**src/rtl/sio_irq_pkg.sv**
```systemverilog
package sio_irq_pkg;

    localparam int unsigned MODE_W = 2;

    // Interrupt source states; the encoding equals the software field value
    typedef enum logic [MODE_W-1:0] {
        SRC_ELEM  = 2'b00,
        SRC_SUBFR = 2'b01,
        SRC_FSYNC = 2'b10,
        SRC_SERR  = 2'b11
    } src_e;

endpackage

```
**src/rtl/sio_fs_sync.sv**
```systemverilog
module sio_fs_sync #(
    parameter int unsigned STAGES = 2
) (
    input  logic clk,
    input  logic rst_n,
    input  logic pin_async,
    output logic rise
);
    localparam int unsigned LAST = STAGES;

    // chain[STAGES-1:0] are the synchronizer flops, chain[LAST] is the edge history
    logic [LAST:0] chain;

    generate
        if (STAGES < 2) begin : g_bad_depth
            initial $error("sio_fs_sync needs at least two stages");
        end
    endgenerate

    always_ff @(posedge clk or negedge rst_n) begin
        if (!rst_n) begin
            chain <= '0;
        end else begin
            chain <= {chain[LAST-1:0], pin_async};
        end
    end

    assign rise = chain[LAST-1] & ~chain[LAST];

endmodule

```
**src/rtl/sio_rise_det.sv**
```systemverilog
module sio_rise_det #(
    parameter int unsigned W = 2
) (
    input  logic         clk,
    input  logic         rst_n,
    input  logic [W-1:0] lvl,
    output logic [W-1:0] rise
);
    logic [W-1:0] lvl_q;

    always_ff @(posedge clk or negedge rst_n) begin
        if (!rst_n) begin
            lvl_q <= '0;
        end else begin
            lvl_q <= lvl;
        end
    end

    assign rise = lvl & ~lvl_q;

endmodule

```
**src/rtl/sio_src_fsm.sv**
```systemverilog
module sio_src_fsm
    import sio_irq_pkg::*;
(
    input  logic              clk,
    input  logic              rst_n,
    input  logic [MODE_W-1:0] mode_req,
    input  logic              sect_rst,
    input  logic              elem_rise,
    input  logic              subfr_end,
    input  logic              fs_rise,
    input  logic              serr_rise,
    output src_e              state_o,
    output logic              irq
);
    src_e state_q;
    src_e state_d;
    logic irq_d;

    // Every state moves to the state the field names; no transition fires an event
    always_comb begin
        state_d = src_e'(mode_req);
    end

    // State register
    always_ff @(posedge clk or negedge rst_n) begin
        if (!rst_n) begin
            state_q <= SRC_ELEM;
        end else begin
            state_q <= state_d;
        end
    end

    // Output decode for the current state
    always_comb begin
        irq_d = 1'b0;
        unique case (state_q)
            SRC_ELEM:  irq_d = elem_rise & ~sect_rst;
            SRC_SUBFR: irq_d = subfr_end & ~sect_rst;
            SRC_FSYNC: irq_d = fs_rise;
            SRC_SERR:  irq_d = serr_rise & ~sect_rst;
        endcase
    end

    always_ff @(posedge clk or negedge rst_n) begin
        if (!rst_n) begin
            irq <= 1'b0;
        end else begin
            irq <= irq_d;
        end
    end

    assign state_o = state_q;

endmodule

```
**src/rtl/sio_irq_sel.sv**
```systemverilog
module sio_irq_sel
    import sio_irq_pkg::*;
#(
    parameter int unsigned SYNC_STAGES = 2
) (
    input  logic              clk,
    input  logic              rst_n,
    input  logic              sect_rst,
    input  logic [MODE_W-1:0] mode,
    input  logic              rdy,
    input  logic              subfr_end,
    input  logic              fsync_pin,
    input  logic              sync_err,
    output logic              irq
);
    localparam int unsigned LVL_W = 2;

    logic [LVL_W-1:0] lvl_rise;
    logic             fs_rise;
    src_e             src_q;

    // Level edges run in every state so that a source switch finds current history
    sio_rise_det #(.W(LVL_W)) u_lvl (
        .clk   (clk),
        .rst_n (rst_n),
        .lvl   ({sync_err, rdy}),
        .rise  (lvl_rise)
    );

    sio_fs_sync #(.STAGES(SYNC_STAGES)) u_fs (
        .clk       (clk),
        .rst_n     (rst_n),
        .pin_async (fsync_pin),
        .rise      (fs_rise)
    );

    sio_src_fsm u_fsm (
        .clk       (clk),
        .rst_n     (rst_n),
        .mode_req  (mode),
        .sect_rst  (sect_rst),
        .elem_rise (lvl_rise[0]),
        .subfr_end (subfr_end),
        .fs_rise   (fs_rise),
        .serr_rise (lvl_rise[1]),
        .state_o   (src_q),
        .irq       (irq)
    );

endmodule

```
**config.mk**
```make
export PLATFORM = sky130hd
export DESIGN_NAME = sio_irq_sel
export DESIGN_NICKNAME = d
export VERILOG_FILES = /design/src/rtl/sio_irq_pkg.sv /design/src/rtl/sio_fs_sync.sv /design/src/rtl/sio_rise_det.sv /design/src/rtl/sio_src_fsm.sv /design/src/rtl/sio_irq_sel.sv
export SDC_FILE = /design/constraint.sdc
export NUM_CORES = 1
export LEC_CHECK = 0
export ABC_AREA = 0
export BUFFER_PORTS_ARGS = -buffer_cell sky130_fd_sc_hd__buf_4
export CORE_AREA = 2 2 39 41
export CTS_BUF_LIST = sky130_fd_sc_hd__clkbuf_4 sky130_fd_sc_hd__clkbuf_8
export DETAILED_ROUTE_END_ITERATION = 10
export DIE_AREA = 0 0 41 43
export GPL_TIMING_DRIVEN = 0
export HOLD_SLACK_MARGIN = 0.06
export RECOVER_POWER = 100
export REMOVE_ABC_BUFFERS = 1
export SLEW_MARGIN = 20
export SYNTH_ARGS = -nofsm -noshare
export SYNTH_HDL_FRONTEND = slang
export SYNTH_HIERARCHICAL = 1
export SYNTH_SLANG_ARGS = --single-unit
```
**constraint.sdc**
```tcl
create_clock -name clk -period 0.8 [get_ports clk]
set_input_delay 0.16 -clock clk [delete_from_list [all_inputs] [get_ports clk]]
set_output_delay 0.16 -clock clk [all_outputs]
set_load 0.005 [all_outputs]
```
==> results.md <==
- The run finished, with violations left.
- The checks that failed: setup timing.
- Dividing the detail-routed wire length by the instance count gives 9.714 um.
- The clock insertion delay at the later pin of the skew report is 0.25 ns.
- The number of setup buffers added after CTS is 0.
- The most utilized layer in the global route result is met2.
- The initialized floorplan defines 14 standard-cell rows.
- The critical path in this run is classified as flop to flop.
- In this run the mean area of a mapped cell was 18.93 um2.
- The number of standard cells in the final layout excluding fillers is 49.
- The sequential cell area is 200.2 um2.
- Compared with the post-synthesis result, the final layout area differs by 57.27%.
- The total CTS buffers is 3.
- The CTS tree is done.
- The number of warnings printed during yosys synthesis is 6.
- The number of max-capacitance violations reported is 0.
- The core area is 0.001384 mm2.
- The worst setup path is captured at a flop.
- The final period utilization is 1.112.
- The root buffer cell is sky130_fd_sc_hd__clkbuf_4.
- The tightest min-delay check is of the input port to flop type.
- The number of diodes is 0.
- The initial utilization of the core area, before any placement, comes to 0.2052.
- The area of the die is 0.001763 mm2.
- The share of synthesized area in the top cell type comes to 0.7048.
- The number of pins with negative max-slew slack in the final report is 0.
- The final core utilization is 0.3228.
- The most common library cell in the layout ignoring fill and taps is sky130_fd_sc_hd__dfrtp_1.
- The first-pass GRT wire length is 807 um.
- The maximum cell stage delay along the critical path is 0.39 ns.
- The number of different library cells in the post-synthesis netlist is 6.
- Setup slack on the critical path of the routed design comes to -0.09000 ns.
- For this run, global-route usage on met2 was measured as 0.09375.
- For this run, the register share of the synthesized area comes to 0.7048.
- The residual DRC count is 0.
- The via total after detailed routing is 188.
- The x dimension of the die is 41 um.
- In this run the tool buffered the top-level ports with 9 buffer cells.
- The number of antenna-violating nets in the routed design is 0.
- The fraction of met3 tracks used by global routing is 0.08377.
- The number of instances in the placed design is 40.
- On the critical path, the stage with the largest delay is an instance of sky130_fd_sc_hd__dfrtp_1.
- The layout has 135 filler cells.
- The number of antenna violations at the first check in global routing is 0.
- The number of endpoints failing setup at the final stage is 2.
- In this run, synthesis produced a sequential element count of 8.
- The worst IR drop on VDD is 622.7 uV.
- The largest net degree at the start of global routing is 9.
- In this run the count of I/O pins placed on the die edge is 10.
- Counting both buffers and inverters, the worst setup path holds a total of 0.
- The total placed instance area is 371.6 um2.
- The startpoint class of the critical path is a flop.
- The area of the multi-input gates is 83.83 um2.
- The number of hold violations in the final report is 0.
- The slew at the pin closest to its max-slew limit is 0.4037 ns.
- At the worst endpoint, the required time is 0.95 ns.
- The final net count is 44.
- The final critical-path required period is 0.8900 ns.
- The met1 track demand over resource is 0.07641.
- sky130_fd_sc_hd__dfrtp_1 takes more of the synthesized area than any other cell.
- Along the worst path, the maximum fanout reaches 1.
- Walking the worst path, the cells encountered are nor2b_4, mux2i_1, o311ai_2.
- The headroom to the max-slew limit is 0.7308.
- Summed over all layers, the global routing overflow is 0.
- The maximum operating frequency is 1124 MHz.
- The final wirelength is 476 um.
- In this run the deepest clock path goes through 2 buffers.
- The share of cells above drive strength 1 is 0.3939.
- The clock slew at the register clock pins of the worst setup and hold paths is 0.05 ns.
- Synthesis produced a netlist whose cell count is 15.
- The final weighted congestion of routability-driven global placement is 0.6387.
- The total number of H-tree levels is 1.
- Setup total negative slack on the finished layout was measured at -0.1784 ns.
- Across every metal layer, demand over resource in global routing totals 0.07606.
- The post-layout instance area is 446.7 um2.
- Data on the critical path arrives at its endpoint at 1.04 ns.
- After detailed routing, the number of vias per cell comes to 3.837.
- The via count of the first global-routing pass was 206.
- In the post-synthesis netlist, the biggest area contributors are sky130_fd_sc_hd__dfrtp_1 70%, sky130_fd_sc_hd__nor2b_4 15%, sky130_fd_sc_hd__o311ai_2 5.7%.
- For this run, the detailed router's first-pass iteration total came to 1.
- Summing internal, switching and leakage power gives 826.6 uW.
- For this design the ratio of total power to cell area is 1850 mW/mm2.
- The family of cells with the greatest summed delay on the critical path is flip-flops.
- Leaving out fill and tap cells, the most frequent cells in the layout are 8 x sky130_fd_sc_hd__dfrtp_1, 6 x sky130_fd_sc_hd__clkbuf_4, 6 x sky130_fd_sc_hd__dlygate4sd3_1.
- The analysis attributes to cell leakage a power of 0.0002008 uW.
- The floorplan die height is 43 um.
- Setup repair after global routing could not meet its margin everywhere.
- The post-synthesis instance area is 284.0 um2.
- The sink count of the clock tree is 8.
- Across the routed clock network, the largest skew measured is 0.002208 ns.
- The detailed router's first-iteration violation count is 0.
-- worst reg2reg max path, cell delays in order, from the launching register on --
cell,delay [ns]
sky130_fd_sc_hd__dfrtp_1,0.39
sky130_fd_sc_hd__nor2b_4,0.10
sky130_fd_sc_hd__mux2i_1,0.07
sky130_fd_sc_hd__o311ai_2,0.23
-- flip-flops by register name (all words and copies together) (netlist names) --
register,count
u_lvl/lvl_q,2
u_fsm/irq,1
u_fsm/state_o,2
u_fs/chain,3
-- cells by family after synthesis --
group              share of synthesized area
DFF                                   0.7048
and+or+nand+nor                       0.2027
muxes                                0.03524
AOI/OAI and AO/OA                    0.05728
-- worst paths after layout --
path	from	endpoint	slack, ns	cells after the start
max in group asynchronous	rst_n	u_fsm/state_o[1]	0.17	2
min	sect_rst	u_fsm/irq	0.15	2
max	u_lvl/lvl_q[0]	u_fsm/irq	-0.09	3
min in group asynchronous	rst_n	u_fsm/irq	0.35	2
min reg2reg	u_fs/chain[0]	u_fs/chain[1]	0.34	0
max reg2reg	u_lvl/lvl_q[0]	u_fsm/irq	-0.09	3
-- stage by stage --
step,hold slack (ns),setup slack [ns]
6_report,0.1455,-0.09000
3_5_place_dp,-0.01914,-0.09269
5_1_grt,0.1379,-0.1238
2_1_floorplan,-0.1356,-0.02476
4_1_cts,0.1379,-0.1029
3_3_place_gp,-0.02515,-0.04769
-- timing repair --
action                                  4_1_cts  5_1_grt
endpoints found under the hold margin        13        0
gates resized for setup                       1        0
endpoints found under the setup margin        2        2
hold buffers                                  6        0
-- where the power goes --
group          switching (uW)  total [uW]  internal, uW
sequential               14.3         442           427
clock                     127         298           171
combinational            25.1        87.4          62.3
total                     166         827           660
-- metal layers --
layer | share of wire | vias to the layer above | wire, um
met4 | 0 | 0 | 0
met5 | 0 | - | 0
met1 | 0.40 | 84 | 189
met3 | 0.13 | 0 | 60
met2 | 0.47 | 14 | 225
li1 | - | 90 | -
-- cells in the mapped netlist --
master,number
sky130_fd_sc_hd__dfrtp_1,8
sky130_fd_sc_hd__nand4b_1,1
sky130_fd_sc_hd__o311ai_2,1
sky130_fd_sc_hd__nand3b_1,1
sky130_fd_sc_hd__nor2b_4,3
sky130_fd_sc_hd__mux2i_1,1
-- layout make-up --
type | instances | share of cell area
flip-flops and latches | 8 | 0.4482
well taps | 16 | 0.04482
multi-input cells | 7 | 0.1877
repair buffers | 15 | 0.2689
clock buffers | 3 | 0.05042
Power figures use the tool's default switching activity.
